--- config.mk ---
export PLATFORM = sky130hd
export DESIGN_NAME = pkt_sorter
export DESIGN_NICKNAME = d
export VERILOG_FILES = /design/src/rtl/pkt_sorter_pkg.sv /design/src/rtl/sorter_fifo.sv /design/src/rtl/sorter_classify.sv /design/src/rtl/sorter_drain.sv /design/src/rtl/pkt_sorter.sv
export SDC_FILE = /design/constraint.sdc
export NUM_CORES = 1
export LEC_CHECK = 0
export ABC_AREA = 1
export CORE_MARGIN = 2
export CORE_UTILIZATION = 50
export CTS_CLUSTER_SIZE = 20
export DETAILED_ROUTE_END_ITERATION = 8
export HOLD_SLACK_MARGIN = 0.05
export PLACE_DENSITY_LB_ADDON = 0.05
export SETUP_SLACK_MARGIN = 0.05
export SLEW_MARGIN = 25
export SYNTH_ARGS = -nofsm -noshare
export SYNTH_HDL_FRONTEND = slang
export SYNTH_HIERARCHICAL = 1
export SYNTH_SLANG_ARGS = --single-unit
--- constraint.sdc ---
create_clock -name clk -period 3.95 [get_ports clk]
set_clock_uncertainty 0.15 [all_clocks]
set_input_delay 0.395 -clock clk [delete_from_list [all_inputs] [get_ports clk]]
set_output_delay 0.395 -clock clk [all_outputs]
set_load 0.005 [all_outputs]
--- src/rtl/pkt_sorter_pkg.sv ---
// Shared types for the packet sorter.
// Assumes 32-bit words; kind codes are internal to the block.
package pkt_sorter_pkg;
    localparam int WORD_W = 32;
    localparam logic [WORD_W-1:0] TAG_PROG = 32'h0000_0000;
    localparam logic [WORD_W-1:0] TAG_DATA = 32'h0000_0001;

    typedef enum logic [1:0] {
        KIND_DROP = 2'd0,
        KIND_PROG = 2'd1,
        KIND_DATA = 2'd2
    } pkt_kind_e;

    typedef struct packed {
        logic              sop;
        logic              eop;
        logic              post;   // word lies after the tag word
        logic [WORD_W-1:0] data;
    } fifo_word_t;
endpackage

--- src/rtl/sorter_fifo.sv ---
// Synchronous FIFO holding WIDTH-bit entries.
// Assumes DEPTH is a power of two and the caller never pushes when full
// or pops when empty.
module sorter_fifo #(
    parameter int WIDTH = 8,
    parameter int DEPTH = 8
) (
    input  logic             clk,
    input  logic             rst_n,
    input  logic             push,
    input  logic [WIDTH-1:0] din,
    input  logic             pop,
    output logic [WIDTH-1:0] dout,
    output logic             empty,
    output logic             full
);
    localparam int AW = $clog2(DEPTH);

    logic [WIDTH-1:0] mem [DEPTH];
    logic [AW:0]      wp, rp;

    assign empty = (wp == rp);
    assign full  = (wp[AW] != rp[AW]) && (wp[AW-1:0] == rp[AW-1:0]);
    assign dout  = mem[rp[AW-1:0]];

    // Storage write, no reset needed on the array.
    always_ff @(posedge clk) begin
        if (push) mem[wp[AW-1:0]] <= din;
    end

    // Pointer update.
    always_ff @(posedge clk) begin
        if (!rst_n) begin
            wp <= '0;
            rp <= '0;
        end else begin
            if (push) wp <= wp + 1'b1;
            if (pop)  rp <= rp + 1'b1;
        end
    end
endmodule

--- src/rtl/sorter_classify.sv ---
// Input-side classifier: tracks the word index inside the current packet,
// marks words after the tag, and emits one kind verdict per packet.
// Assumes in_ofs is only meaningful on the start word.
module sorter_classify
    import pkt_sorter_pkg::*;
#(
    parameter int OFS_W = 3
) (
    input  logic              clk,
    input  logic              rst_n,
    input  logic              acc,
    input  logic              sop,
    input  logic              eop,
    input  logic [OFS_W-1:0]  ofs,
    input  logic [WORD_W-1:0] data,
    output logic              post,
    output logic              kind_push,
    output pkt_kind_e         kind
);
    localparam logic [OFS_W:0] IDX_SAT = {1'b1, {OFS_W{1'b0}}};

    logic [OFS_W:0]   idx_q, cur_idx;
    logic [OFS_W-1:0] ofs_q, cur_ofs;
    logic             seen_q, seen, is_tag;

    // Current position and offset, taking a fresh packet start into account.
    always_comb begin
        cur_idx   = sop ? '0 : idx_q;
        cur_ofs   = sop ? ofs : ofs_q;
        seen      = sop ? 1'b0 : seen_q;
        is_tag    = acc && (cur_idx == {1'b0, cur_ofs});
        post      = cur_idx > {1'b0, cur_ofs};
        kind_push = is_tag || (acc && eop && !seen);
        if (is_tag && data == TAG_PROG)      kind = KIND_PROG;
        else if (is_tag && data == TAG_DATA) kind = KIND_DATA;
        else                                 kind = KIND_DROP;
    end

    // Per-packet index, offset and tag-seen tracking.
    always_ff @(posedge clk) begin
        if (!rst_n) begin
            idx_q  <= '0;
            ofs_q  <= '0;
            seen_q <= 1'b0;
        end else if (acc) begin
            idx_q  <= (cur_idx == IDX_SAT) ? cur_idx : cur_idx + 1'b1;
            ofs_q  <= cur_ofs;
            seen_q <= seen || is_tag;
        end
    end
endmodule

--- src/rtl/sorter_drain.sv ---
// Output side: waits for a packet's verdict, then streams its words into
// the program or data port, keeps bank pointers and occupancy flags.
// Assumes NDB and NPB are powers of two and the FIFO head is a start word
// whenever no packet is in progress.
module sorter_drain
    import pkt_sorter_pkg::*;
#(
    parameter int NDB      = 4,
    parameter int NPB      = 2,
    parameter int DB_WORDS = 64,
    parameter int PB_WORDS = 64,
    localparam int DBW = $clog2(NDB),
    localparam int PBW = $clog2(NPB),
    localparam int DAW = $clog2(DB_WORDS),
    localparam int PAW = $clog2(PB_WORDS),
    localparam int CW  = ((DAW > PAW) ? DAW : PAW) + 1
) (
    input  logic              clk,
    input  logic              rst_n,
    input  logic              wf_empty,
    input  fifo_word_t        wf_head,
    input  logic              tf_empty,
    input  pkt_kind_e         tf_head,
    input  logic              rel_valid,
    input  logic [DBW-1:0]    rel_bank,
    output logic              wf_pop,
    output logic              tf_pop,
    output logic              pm_we,
    output logic [PBW-1:0]    pm_bank,
    output logic [PAW-1:0]    pm_addr,
    output logic [WORD_W-1:0] pm_wdata,
    output logic              dm_we,
    output logic [DBW-1:0]    dm_bank,
    output logic [DAW-1:0]    dm_addr,
    output logic [WORD_W-1:0] dm_wdata,
    output logic              wr_grant,
    output logic              new_prog,
    output logic [PBW-1:0]    prog_bank,
    output logic              data_done,
    output logic [DBW-1:0]    done_bank,
    output logic              data_trunc,
    output logic [NDB-1:0]    bank_full
);
    logic            busy_q, trunc_q;
    pkt_kind_e       kind_q, cur_kind;
    logic [DBW-1:0]  dbank_q, cur_dbank, dptr, free_sel;
    logic [PBW-1:0]  pptr;
    logic [CW-1:0]   cnt_q, cnt;
    logic [NDB-1:0]  full_q;
    logic            any_free, start, elig_d, elig_p, lost, last, trunc_eff;

    // Rotating search for the first free data bank at or after the pointer.
    always_comb begin
        free_sel = dptr;
        any_free = 1'b0;
        for (int k = NDB - 1; k >= 0; k--) begin
            if (!full_q[dptr + DBW'(k)]) begin
                free_sel = dptr + DBW'(k);
                any_free = 1'b1;
            end
        end
    end

    // Packet start, pop control and write decode.
    always_comb begin
        start     = !busy_q && !wf_empty && wf_head.sop && !tf_empty &&
                    (tf_head != KIND_DATA || any_free);
        wf_pop    = !wf_empty && (busy_q || start);
        tf_pop    = start;
        cur_kind  = busy_q ? kind_q  : tf_head;
        cur_dbank = busy_q ? dbank_q : free_sel;
        cnt       = busy_q ? cnt_q   : '0;
        trunc_eff = busy_q && trunc_q;
        elig_d    = (cur_kind == KIND_DATA);
        elig_p    = (cur_kind == KIND_PROG) && wf_head.post;
        dm_we     = wf_pop && elig_d && (cnt < CW'(DB_WORDS));
        pm_we     = wf_pop && elig_p && (cnt < CW'(PB_WORDS));
        lost      = wf_pop && ((elig_d && !(cnt < CW'(DB_WORDS))) ||
                               (elig_p && !(cnt < CW'(PB_WORDS))));
        last      = wf_pop && wf_head.eop;
        data_done = last && elig_d;
        new_prog  = last && (cur_kind == KIND_PROG);
        data_trunc = data_done && (trunc_eff || lost);
        wr_grant  = (busy_q || start) && elig_d;
    end

    assign pm_bank   = pptr;
    assign pm_addr   = cnt[PAW-1:0];
    assign pm_wdata  = wf_head.data;
    assign dm_bank   = cur_dbank;
    assign dm_addr   = cnt[DAW-1:0];
    assign dm_wdata  = wf_head.data;
    assign prog_bank = pptr;
    assign done_bank = cur_dbank;
    assign bank_full = full_q;

    // Packet state, address counter and bank pointers.
    always_ff @(posedge clk) begin
        if (!rst_n) begin
            busy_q  <= 1'b0;
            trunc_q <= 1'b0;
            kind_q  <= KIND_DROP;
            dbank_q <= '0;
            cnt_q   <= '0;
            dptr    <= '0;
            pptr    <= '0;
        end else begin
            if (wf_pop) begin
                busy_q  <= !wf_head.eop;
                kind_q  <= cur_kind;
                dbank_q <= cur_dbank;
                cnt_q   <= (dm_we || pm_we) ? cnt + 1'b1 : cnt;
                trunc_q <= trunc_eff || lost;
            end
            if (data_done) dptr <= cur_dbank + 1'b1;
            if (new_prog)  pptr <= pptr + 1'b1;
        end
    end

    // Data bank occupancy: release first, a completed store wins.
    always_ff @(posedge clk) begin
        if (!rst_n) begin
            full_q <= '0;
        end else begin
            if (rel_valid) full_q[rel_bank]  <= 1'b0;
            if (data_done) full_q[cur_dbank] <= 1'b1;
        end
    end
endmodule

--- src/rtl/pkt_sorter.sv ---
// Top level: classifies each packet by its tag word and stores it into
// rotating program or data banks through two write ports.
// Assumes in_ofs < FIFO_DEPTH so the tag always fits in the delay FIFO.
module pkt_sorter
    import pkt_sorter_pkg::*;
#(
    parameter int NDB        = 4,
    parameter int NPB        = 2,
    parameter int DB_WORDS   = 64,
    parameter int PB_WORDS   = 64,
    parameter int FIFO_DEPTH = 8,
    parameter int OFS_W      = 3,
    localparam int DBW = $clog2(NDB),
    localparam int PBW = $clog2(NPB),
    localparam int DAW = $clog2(DB_WORDS),
    localparam int PAW = $clog2(PB_WORDS)
) (
    input  logic              clk,
    input  logic              rst_n,
    input  logic              in_valid,
    input  logic              in_sop,
    input  logic              in_eop,
    input  logic [OFS_W-1:0]  in_ofs,
    input  logic [WORD_W-1:0] in_data,
    output logic              in_ready,
    input  logic              rel_valid,
    input  logic [DBW-1:0]    rel_bank,
    output logic              pm_we,
    output logic [PBW-1:0]    pm_bank,
    output logic [PAW-1:0]    pm_addr,
    output logic [WORD_W-1:0] pm_wdata,
    output logic              dm_we,
    output logic [DBW-1:0]    dm_bank,
    output logic [DAW-1:0]    dm_addr,
    output logic [WORD_W-1:0] dm_wdata,
    output logic              wr_grant,
    output logic              new_prog,
    output logic [PBW-1:0]    prog_bank,
    output logic              data_done,
    output logic [DBW-1:0]    done_bank,
    output logic              data_trunc,
    output logic [NDB-1:0]    bank_full
);
    localparam int EW = $bits(fifo_word_t);

    logic       acc, post, kind_push, wf_empty, wf_full, wf_pop;
    logic       tf_empty, tf_full, tf_pop;
    pkt_kind_e  kind;
    fifo_word_t wf_in, wf_head;
    logic [1:0] tf_raw;

    assign in_ready = !wf_full && !tf_full && !(&bank_full);
    assign acc      = in_valid && in_ready;
    assign wf_in    = '{sop: in_sop, eop: in_eop, post: post, data: in_data};

    sorter_classify #(.OFS_W(OFS_W)) u_cls (
        .clk(clk), .rst_n(rst_n), .acc(acc), .sop(in_sop), .eop(in_eop),
        .ofs(in_ofs), .data(in_data), .post(post),
        .kind_push(kind_push), .kind(kind)
    );

    sorter_fifo #(.WIDTH(EW), .DEPTH(FIFO_DEPTH)) u_word_q (
        .clk(clk), .rst_n(rst_n), .push(acc), .din(wf_in), .pop(wf_pop),
        .dout(wf_head), .empty(wf_empty), .full(wf_full)
    );

    sorter_fifo #(.WIDTH(2), .DEPTH(FIFO_DEPTH)) u_kind_q (
        .clk(clk), .rst_n(rst_n), .push(kind_push), .din(kind), .pop(tf_pop),
        .dout(tf_raw), .empty(tf_empty), .full(tf_full)
    );

    sorter_drain #(.NDB(NDB), .NPB(NPB), .DB_WORDS(DB_WORDS),
                   .PB_WORDS(PB_WORDS)) u_drain (
        .clk(clk), .rst_n(rst_n), .wf_empty(wf_empty), .wf_head(wf_head),
        .tf_empty(tf_empty), .tf_head(pkt_kind_e'(tf_raw)),
        .rel_valid(rel_valid), .rel_bank(rel_bank),
        .wf_pop(wf_pop), .tf_pop(tf_pop),
        .pm_we(pm_we), .pm_bank(pm_bank), .pm_addr(pm_addr), .pm_wdata(pm_wdata),
        .dm_we(dm_we), .dm_bank(dm_bank), .dm_addr(dm_addr), .dm_wdata(dm_wdata),
        .wr_grant(wr_grant), .new_prog(new_prog), .prog_bank(prog_bank),
        .data_done(data_done), .done_bank(done_bank), .data_trunc(data_trunc),
        .bank_full(bank_full)
    );
endmodule

* After elaboration in Yosys (flattened, before gate mapping)
Memories as Yosys holds them, arrays and structs flattened. A register that Yosys moved wholly into a read port is not among the register bits.
Cells that the tools add are included.
** Storage, ports and cells
- Bits of input ports :: 43
- RAM bits :: 296
- Memories :: 2
- Bits in registers :: 44
- Word-level logic and storage cells :: 143
- Output and inout port bits :: 93
** Memory list
- u_word_q.mem :: words 8, bits a word 35, read ports 1, clocked after memory_dff 1, wr ports 1, line sorter_fifo.sv:19 : logic [WIDTH-1:0] mem [DEPTH];
- u_kind_q.mem :: words 8, bits a word 2, read ports 1, clocked after memory_dff 1, wr ports 1, line sorter_fifo.sv:19
** Cells by class
- Add/subtract/negate cells :: 11
- Equal/unequal tests :: 12
- Reductions and logical operators :: 49
- Bitwise logic cells :: 3
- Muxes and demuxes :: 41
- $lt $le $gt $ge :: 10
** Operators by type and width (count)
- 32-bit by 1-bit == test with 1-bit output, second input constant :: 1
- 32-bit zero test :: 1
- 1-bit logical AND :: 31
- 4-bit by 1-bit adder with 4-bit output, second input constant :: 5
- 4-bit two-way mux :: 5
- 2-bit by 3-bit less-than comparator with 1-bit output, second input constant :: 6
- 2-bit two-way mux :: 8
- 1-bit two-way mux :: 15
- 3-bit two-way mux :: 5
- 7-bit two-way mux :: 2
- 1-bit zero test :: 9
- 1-bit binary-select mux with 2-bit select :: 4
- 4-bit == test :: 2
- 7-bit by 1-bit adder with 7-bit output, second input constant :: 1
- 1-bit logical OR :: 7
- 7-bit less-than comparator, second input constant :: 1
- 3-bit == test :: 2
- 2-bit by 1-bit adder with 2-bit output, second input constant :: 2
- 2-bit adder, second input constant :: 2
- 4-bit AND :: 1
- 1-bit demux with 2-bit select :: 2
- 4-bit by 3-bit == test with 1-bit output :: 1
- 4-bit == test, second input constant :: 1
- 2-bit by 1-bit greater-or-equal comparator with 1-bit output, second input constant :: 2
- 9 further kinds :: 10

* Longest topological paths before layout
Gate-level depths: netlist of the first run.
- Depth after elaboration :: 15
- Gate-level depth with buffers :: 21
- Mapped depth without buffers :: 19

* Cells and area by module
Netlist of the first run, hierarchy kept.
** Modules (own cells, without submodules)
- sorter_fifo at u_word_q :: sequential area each 8628.3 sq um, cells an instance 1278, times used 1, area an instance 13663.1 sq um
- sorter_drain :: sequential area each 400.4 sq um, cells an instance 295, times used 1, area an instance 2009.4 sq um
- sorter_fifo at u_kind_q :: sequential area each 700.7 sq um, cells an instance 138, times used 1, area an instance 1221.2 sq um
- sorter_classify :: sequential area each 160.2 sq um, cells an instance 111, times used 1, area an instance 679.4 sq um
- pkt_sorter :: sequential area each 0.0 sq um, cells an instance 9, times used 1, area an instance 46.3 sq um

* Least setup slack after synthesis of the first run
Ideal clock, no wire load.
- Path type :: reg2reg
- From :: register u_kind_q.rp[0]
- To :: memory u_word_q/mem[0][0] (netlist name), enable pin
- Path buffers :: 0
- Clock period less this slack :: 3.586 ns
- Stages on the path, launching flop included :: 10
- Slack :: 0.364 ns
- Arrival time :: 3.009 ns
- Cells stage by stage :: dfxtp_1 > xnor2_1 > nand3_1 > nor2_1 > clkinv_2 > nand2_2 > nor3_2 > inv_1 > or2_1 > nor2_1
** Between the ends
- Cells in the longest elaborated chain, start to end :: 8
** Ends and longest elaborated chain
- start, declared :: line sorter_fifo.sv:20 : logic [AW:0] wp, rp;
- start signal, assigned :: line sorter_fifo.sv:38 : if (pop) rp <= rp + 1'b1;
- 3-bit == test :: line sorter_fifo.sv:23 : assign full = (wp[AW] != rp[AW]) && (wp[AW-1:0] == rp[AW-1:0]);
- 1-bit logical AND :: line sorter_fifo.sv:23
- net tf_full :: line pkt_sorter.sv:47 : logic tf_empty, tf_full, tf_pop;
- 1-bit zero test :: line pkt_sorter.sv:52 : assign in_ready = !wf_full && !tf_full && !(&bank_full);
- 1-bit logical AND (2 in series) :: line pkt_sorter.sv:52
- 1-bit logical AND :: line pkt_sorter.sv:53 : assign acc = in_valid && in_ready;
- net acc :: line pkt_sorter.sv:46 : logic acc, post, kind_push, wf_empty, wf_full, wf_pop;
- 1-bit two-way mux :: line sorter_fifo.sv:28 : if (push) mem[wp[AW-1:0]] <= din;
- 1-bit two-way mux (not written as such) :: line sorter_fifo.sv:28
- end, declared :: line sorter_fifo.sv:19
The timed path passes the listed nets, and every way through them passes these cells.

==> results of run 1 <==
## cell type report
class	count	area, sq um
multi-input cells	981	5360
repair buffers	160	1620
flip-flops and latches	346	9900
diodes	1	2.50
clock inverters	13	111
inverters	372	1430
well taps	455	569
fillers	3017	14600
clock buffers	51	1060
## power groups by stage
stage | sequential [mW] | clock, mW | combinational (mW)
after floorplan | 4.25 | 0 | 2.94
after global placement | 4.35 | 0 | 3.55
after detailed placement | 4.35 | 0 | 3.60
after CTS | 4.27 | 3.47 | 3.62
after global routing | 4.28 | 3.60 | 4.00
final | 4.26 | 3.39 | 3.58
## cells by family after synthesis
logic type                 after synthesis  synth area share
AOI/OAI and AO/OA                       66            0.0212
xor gates and xnor gates                14           0.00739
adders and majority gates               11           0.00781
buffers and inverters                  504             0.138
DFF                                    346             0.561
muxes                                    3           0.00170
and+or+nand+nor                        887             0.262
## worst max path at each step
stage                     slack, ps      startpoint  cells past startpoint                 end
final                           300            flop                     15          data_trunc
after global routing             60            flop                     15          data_trunc
after CTS                       110            flop                     11          data_trunc
after detailed placement        680            flop                     11          data_trunc
after global placement          700            flop                     11          data_trunc
after floorplan                 360  u_kind_q/rp[0]                      9  u_word_q/mem[0][0]
## worst reg2reg max path: stages, from the launching register on
cell      delay (ps)
dfxtp_1          440
xnor2_1          130
nand3_1          100
nor2_1            60
clkinv_2          70
nand2_2           60
nor3_2           140
buf_4            220
inv_1             90
or2_1            380
nor2_4           130
buf_4            540
## metrics by stage
stage	hold slack, ps	instance area (sq um)
floorplan	295	17600
global placement	302	18900
detailed placement	314	18900
CTS	306	20000
global route	325	20000
finish	319	20000
## metal layers
layer  GRT usage  share of wire
met1       0.285           0.47
met2       0.351           0.47
met5           0              0
met3      0.0250          0.040
met4      0.0515          0.018
## layout by cell type, fill, tap and decap left out, types with 11 or more instances in the layout
master | Yosys | routed
a21oi_1 | 28 | 28
buf_4 | 75 | 18
clkbuf_16 | 0 | 40
clkdlybuf4s50_1 | 0 | 135
dfxtp_1 | 50 | 47
edfxtp_1 | 296 | 296
ha_1 | 11 | 11
inv_1 | 360 | 360
nand2_1 | 519 | 519
nand2_2 | 13 | 13
nand2_4 | 75 | 75
nand3_1 | 104 | 104
nand3_2 | 74 | 74
nor2_1 | 75 | 67
nor2_4 | 3 | 11
o21ai_0 | 19 | 19
## timing repair
| item | in CTS | in global routing |
|---|---|---|
| endpoints found under the setup margin | 0 | 3 |
| hold buffers | 0 | 0 |
| gates resized for setup | 0 | 2 |
| setup buffers | 0 | 1 |
==> results.md, run 1 <==
* Run status: finished, final reports clean
* Hold Path End: u_cls/ofs_q[0]
* Worst-margin pin slew at around 970 ps
* Final critical-path setup slack at 298 ps
* Setup Viol. Count Final at 0
* Critical Path End Type: primary output
* Final core occ at 0.579
* Setup TNS at 0 ps
* Mean Syn Cell Area at 9.62 sq um
* Worst hold-check path type: primary input to flop
* Reg2Reg Depth at 11
* Internal power at 7.63 mW
* CTS tree: yes
* Leakage at a little under 9 nW
* DR pass1 iterations at 5
* Worst R2R Start: u_kind_q/wp[0]
* PwrDens at about 560 mW/mm^2
* Htree depth at 2
* Final period util at 0.925
* Worst r2r dst: u_word_q/mem[6][22]
* Reg-to-reg setup timing slack at 1050 ps
* Required @ worst endpoint at 3400 ps
* Largest net degree at the start of global routing at 89
* Antenna viol nets, final at 0
* Max stage delay on crit path at 520 ps
* DRC Markers at 0
* TritonCTS buffer count at 38
* Die W at approximately 190 um
* Switching part of the total at 0.321
* Port Buf Inserts at 135
* First-pass GRT wire length at 59500 um
* Vias in the first global route at 11100
* Final worst path period need at 3650 ps
* FF+latch count, synth at 346
* Crit Path Class: flop to primary output
* CP arrival at approximately 3100 ps
* CP cell instances: inv_8 -> nand2_1 -> nand3_1 -> nand2_1 -> nand2_1 -> nand2_1 -> nand3_1 -> nor2_1 -> nand2_2 -> nand2_4 -> nand2_4 -> inv_6 -> o211ai_1 -> a21oi_1 -> clkdlybuf4s50_1
* Count leader, synth: nand2_1
* Clk_lat worst skew at 520 ps
* DR iter-0 viols at approximately 660
* Largest area contributor in the netlist: edfxtp_1
* Post-synth top area share at 0.504
* Max-cap viol count at 0
* Clock power frac at 0.302
* Root Buffer: clkbuf_16
* Synth cell types at 45
* Max VDD drop at 447 uV
* Mapped Cells at 1831
* Peak Freq at roughly 270 MHz
* Largest delay share family, worst path: simple AND/OR/NAND/NOR gates
* CP max stage cell: clkdlybuf4s50_1
* Sequential share of power at 0.380
* Number of cell rows at ~70
* Crit Path Max Fanout at 35
* Final Hold Fails at 0
* Sw Pwr at ~3.6 mW
* Syn_nets at 1885
* Clock transition at the registers of the reported paths at 60 ps
* Clk buf depth at 3
* Drt wl/cell at 15.8 um
* HPWL after detailed placement at 22600 um
* Post-synth ARST share at 0
* Post-synthesis sequential area ratio at 0.561
* Area Overhead vs Synth at 13.8%
* CTS Sinks at between 300 and 400
* Comb pwr share at 0.319
* Drt via density at 4.82
* Layout cells sized above 1 at 0.144
* Unrepaired setup endpoints after global routing: no
* Largest register FFs at 280
* Total track usage at 0.207
* Synth area leaders: edfxtp_1 50%, nand2_1 11%, inv_1 7.7%
* Primary FF master, synth: edfxtp_1
* Syn. warnings at 6
* Place WS at 685 ps
* Crit path launch type: flop
* I/O Pins at 136
* Routability cong. at 0.822
* Slew Limit Fails at 0
* Core Region at 0.0346 sq mm
* Via count at 11500
* Area of the die at 0.0368 sq mm
* Post-Syn Area at 0.0176 sq mm
* Top cells by count, synth: 519 x nand2_1, 360 x inv_1, 296 x edfxtp_1
* Nets at around 2000
* Bufs and invs on worst path at 3
* Initial antenna violation count at 1
* Crit-path most repeated cell: nand2_1
* Power Total at about 11 mW
* Placed cells at 2313
* Post-synth EDFFs at 296
* Congestion Overflow GR at 0
* Chip height at 192 um
* Post-Route WL at about 37000 um
* Starting Density at 0.509
* Hold Crit Depth at 3
* Final std cells w/o fill at 2379
* Worst Min Path Start: in_ofs[0]
* Relative slew slack at 0.354
Power figures use the tool's default switching activity.
==> run 2, diff against run 1 <==
--- a/config.mk
+++ b/config.mk
@@ -6,7 +6,6 @@
 export NUM_CORES = 1
 export LEC_CHECK = 0
 export ABC_AREA = 1
-export CORE_MARGIN = 2
 export CORE_UTILIZATION = 50
 export CTS_CLUSTER_SIZE = 20
 export DETAILED_ROUTE_END_ITERATION = 8
==> run 2 against run 1 <==
First-iteration DRC count shrank 14%. Global-route usage is essentially flat. Worst hold slack lost 17 ps. Die area shrank 2.1%. Clock power grew 3%. Highest routed layer unchanged. Register-to-register slack gained 40 ps. Worst setup slack lost 46 ps. Maximum frequency shrank 1.3%. Final area grew 0.48%. Critical endpoint unchanged. Non-clock buffer count grew 6. Combinational power is essentially flat. Sequential share of layout area shrank 0.24 points.
==> results.md, run 2 (synthesis gave the netlist of run 1 again) <==
* Run status: finished, final reports clean
* Worst hold-check path type: primary input to flop
* Crit Path Class: flop to primary output
* # hold bufs at CTS at 0
* Core Region at 0.0346 sq mm
* Worst-margin pin slew at 654 ps
* DR pass1 iterations at 5
* Worst Min Path Start: in_ofs[0]
* CTS Sinks at 346
* Peak Freq at approximately 270 MHz
* First-pass GRT wire length at 58300 um
* CP arrival at 3150 ps
* Clk_lat worst skew at between 500 and 600 ps
* Vias in the first global route at 10900
* Crit Path Max Fanout at 47
* Required @ worst endpoint at around 3400 ps
* Register area at 0.00990 sq mm
* Final worst path period need at 3700 ps
* Commonest non-fill, non-tap cells in the layout: 519 x nand2_1, 360 x inv_1, 296 x edfxtp_1, 135 x clkdlybuf4s50_1, 104 x nand3_1
* Area Overhead vs Synth at 14.3%
* CP cell instances: inv_8 -> buf_4 -> nand2_4 -> nand3_2 -> nand2_1 -> nand2_1 -> nand2_1 -> inv_1 -> nor2_2 -> o211ai_1 -> a21oi_1 -> clkdlybuf4s50_1
* Max VDD drop at between 400 and 500 uV
* Htree depth at 2
* Hold Crit Depth at 3
* Final period util at 0.936
* Largest delay share family, worst path: buffers and inverters
* Nets at 1961
* Root Buffer: clkbuf_16
* Number of cell rows at approximately 70
* Final critical-path setup slack at 252 ps
* Starting Density at 0.509
* Port Buf Inserts at 135
* DRC Markers at 0
* Setup Viol. Count Final at 0
* Largest register FFs at 280
* Setup TNS at 0 ps
* Worst R2R Start: u_word_q/rp[0]
* Drt via density at 4.79
* Place WS at around 520 ps
* Largest net degree at the start of global routing at 81
* Clock transition at the registers of the reported paths at 60 ps
* Post-Route WL at 36900 um
* Area of the die at roughly 0.036 sq mm
* PwrDens at 563 mW/mm^2
* Fillers at between 3000 and 4000
* Crit path launch type: flop
* Leakage at 8.84 nW
* Max stage delay on crit path at between 500 and 600 ps
* Final Hold Fails at 0
* HPWL after detailed placement at ~22000 um
* TritonCTS buffer count at 40
* Layout cells sized above 1 at 0.150
* Slew Limit Fails at 0
* Unrepaired setup endpoints after global routing: no
* CTS tree: yes
* Reg2Reg Depth at 10
* Relative slew slack at 0.564
* Area of the multi-input gates at 0.00536 sq mm
* Power Total at approximately 11 mW
* Antenna viol nets, final at 0
* Critical Path End Type: primary output
* Via count at about 11000
* Worst r2r dst: u_word_q/mem[4][6]
* Initial antenna violation count at 1
* CP max stage cell: buf_4
* Drt wl/cell at 15.4 um
* Bufs and invs on worst path at 4
* Routability cong. at 0.814
* Congestion Overflow GR at 0
* Commonest non-fill, non-tap cell in the layout: nand2_1
* Die W at 190 um
* Hold Path End: u_cls/ofs_q[0]
* Chip height at 190 um
* Total track usage at 0.208
* Reg-to-reg setup timing slack at between 1000 and 1500 ps
* Crit-path most repeated cell: nand2_1
* DR iter-0 viols at 566
* Max-cap viol count at 0
* Clk buf depth at 3
* I/O Pins at 136
-- run 2: cell count changes in the layout (fill, tap and decap cells not counted), sizes merged --
cell,previous run,this run
clkinv,13,19
inv,369,370
buf,25,31
-- run 2: how the worst max path moves through the flow --
stage | startpoint | endpoint | slack [ps] | cells past startpoint
3_5_place_dp | flop | data_trunc | 520 | 15
4_1_cts | flop | data_trunc | 90 | 15
3_3_place_gp | flop | data_trunc | 560 | 15
2_1_floorplan | u_kind_q/rp[0] | u_word_q/mem[0][0] | 360 | 9
6_report | flop | data_trunc | 250 | 12
5_1_grt | flop | data_trunc | 60 | 12
-- run 2: per-layer routing --
metal	global-route usage	up-vias	wire length, um
met2	0.352	209	17600
met4	0.0540	0	671
met3	0.0291	61	1510
met1	0.280	5405	17200
met5	0	-	0
li1	-	5791	-
-- run 2: final cells by class --
class                      count  area share
antenna                        1    0.000124
clock buffer                  51      0.0538
clock inverter                20     0.00745
inverter                     372      0.0708
multi-input combinational    981       0.266
sequential                   346       0.491
tap                          455      0.0283
timing repair buffer         166      0.0821
-- run 2: through the flow --
step,instances,utilization,instance area [sq um],hold slack [ps]
2_1_floorplan,1831,-,17600,295
3_3_place_gp,2316,0.545,18900,310
3_5_place_dp,2316,0.545,18900,307
4_1_cts,2388,0.581,20100,287
5_1_grt,2391,0.582,20100,333
6_report,2392,0.582,20100,302
-- run 2: what timing repair did --
| item | in CTS | in global routing |
|---|---|---|
| gates resized for setup | 0 | 2 |
| setup buffers | 1 | 3 |
| endpoints found under the setup margin | 1 | 2 |
-- run 2: report_power, final --
group	internal [mW]	switching, mW	leakage, nW	total [mW]
combinational	1.53	2.06	5.13	3.59
sequential	4.12	0.147	3.10	4.26
clock	2.06	1.42	0.606	3.48
total	7.71	3.63	8.84	11.3
-- run 2: worst min-delay path: cells and delay by family --
family,cells,cell delay [ps]
AO/OA/AOI/OAI,1,60
buffers and inverters,2,460
==> run 3, diff against run 2 <==
--- a/config.mk
+++ b/config.mk
@@ -6,9 +6,11 @@
 export NUM_CORES = 1
 export LEC_CHECK = 0
 export ABC_AREA = 1
+export CAP_MARGIN = 15
 export CORE_UTILIZATION = 50
 export CTS_CLUSTER_SIZE = 20
 export DETAILED_ROUTE_END_ITERATION = 8
+export GPL_TIMING_DRIVEN = 0
 export HOLD_SLACK_MARGIN = 0.05
 export PLACE_DENSITY_LB_ADDON = 0.05
 export SETUP_SLACK_MARGIN = 0.05
==> run 3 against run 2 <==
Clock power up 6.6%. Combinational power increased by 29%. Routed wire length up 5.1%. Worst setup slack improved by 53 ps. Register-to-register slack worse by 500 ps. Core utilization grew 3.5 points. Via count up 4.0%. Critical path depth up 5. Worst hold slack worse by 6.3 ps. Critical endpoint is now data_done. Highest routed layer unchanged.
==> results.md, run 3 (synthesis gave the netlist of run 1 again) <==
* Run status: finished, final reports clean
* Relative slew slack at 0.461
* Antenna viol nets, final at 0
* Leakage at ~9.6 nW
* Max-cap viol count at 0
* Peak Freq at 274 MHz
* Port Buf Inserts at 135
* Commonest non-fill, non-tap cell in the layout: nand2_1
* Final std cells w/o fill at between 2000 and 3000
* Via count at 11900
* Core Region at 0.0346 sq mm
* Max VDD drop at 318 uV
* Drt wl/cell at about 15 um
* DRC Markers at 0
* Clock transition at the registers of the reported paths at 60 ps
* Critical Path End Type: primary output
* Vias in the first global route at 11800
* I/O Pins at roughly 140
* CP arrival at ~3100 ps
* Crit Path Class: flop to primary output
* Layout cells sized above 1 at 0.199
* DR pass1 iterations at 5
* Place WS at 349 ps
* Routability cong. at 0.776
* Total track usage at 0.224
* Hold_ws at 295 ps
* CTS Sinks at 346
* Unrepaired setup endpoints after global routing: no
* Final worst path period need at 3650 ps
* Area Overhead vs Synth at 21.1%
* PwrDens at between 500 and 600 mW/mm^2
* Final instance area at 0.0213 sq mm
* Largest register FFs at 280
* Clk buf depth at 3
* Drt via density at about 4.8
* Setup TNS at 0 ps
* Worst-margin pin slew at 806 ps
* Crit-path most repeated cell: nand2_1
* Power Total at 12.5 mW
* Congestion Overflow GR at 0
* Root Buffer: clkbuf_16
* Worst hold-check path type: primary input to flop
* Placed inst area at between 0.015 and 0.02 sq mm
* Clk_lat worst skew at about 520 ps
* Commonest non-fill, non-tap cells in the layout: 519 x nand2_1, 360 x inv_1, 296 x edfxtp_1, 134 x clkdlybuf4s50_1, 104 x nand3_1
* Final core occ at 0.616
* Starting Density at 0.509
* Setup Viol. Count Final at 0
* Post-Route WL at 38800 um
* First-pass GRT wire length at 62500 um
* Final critical-path setup slack at between 300 and 400 ps
* Final Hold Fails at 0
* CTS tree: yes
* CP max stage cell: clkdlybuf4s50_1
* Initial antenna violation count at 0
* Final period util at 0.923
* Max stage delay on crit path at 500 ps
* CP cell instances: buf_6 -> inv_6 -> buf_12 -> buf_12 -> nand2_4 -> nand3_2 -> nand2_1 -> nand2_1 -> nand2_1 -> nand3_1 -> nor2_1 -> nand2_2 -> nand2_4 -> nand3_2 -> nor2_4 -> buf_4 -> clkdlybuf4s50_1
* Htree depth at 2
* Largest net degree at the start of global routing at 24
* Ant. Diodes at 0
* DR iter-0 viols at 603
* Slew Limit Fails at 0
* HPWL after detailed placement at approximately 26000 um
* Area of the die at 0.0360 sq mm
* Required @ worst endpoint at ~3400 ps
* Crit path launch type: flop
* Chip height at 190 um
* Placed cells at 2435
* Crit Path Max Fanout at 10
* # hold bufs at CTS at 0
* Nets at a little over 2000
* Number of cell rows at 68
* TritonCTS buffer count at 39
* Die W at around 190 um
==> run 3: cell type report <==
cell class | count | area, sq um
Fill cell | 2835 | 13300
Sequential cell | 346 | 9890
Multi-Input combinational cell | 981 | 5360
Timing Repair Buffer | 153 | 1750
Inverter | 372 | 1420
Clock buffer | 47 | 1050
Buffer | 132 | 1030
Tap cell | 455 | 569
Clock inverter | 22 | 269
==> run 3: where the power goes <==
group	total [mW]	internal, mW	switching [mW]	leakage (nW)
registers	4.19	4.11	0.0763	3.10
clock network	3.71	2.28	1.43	0.636
logic	4.63	2.22	2.41	5.82
total	12.5	8.62	3.91	9.56
==> run 3: timing repair <==
action | in CTS | in global routing
setup buffers | 1 | 3
endpoints found under the hold margin | 0 | 0
resized for setup | 7 | 3
pin swaps | 1 | 2
endpoints found under the setup margin | 3 | 1
==> run 3: worst max-delay path, delay by kind of cell (launching register included) <==
family | cells | cell delay, ps
DFF | 1 | 330
buffers and inverters | 6 | 1200
and+or+nand+nor | 11 | 1020
==> run 3: worst paths after layout <==
path	start	end	slack (ps)	cells past startpoint
worst max-delay path	flop	data_done	300	17
worst min-delay path	in_ofs[0]	u_cls/ofs_q[0]	300	3
worst max register to register	u_word_q/rp[0]	u_word_q/mem[2][21]	590	11
worst min register to register	u_drain/cnt_q[5]	u_drain/cnt_q[5]	320	2
==> run 3: metal layers <==
layer,vias up,global-route usage,wire length (um)
li1,6028,-,-
met1,5587,0.295,17200
met2,255,0.388,19000
met3,54,0.0291,1810
met4,0,0.0627,820
met5,-,0,0
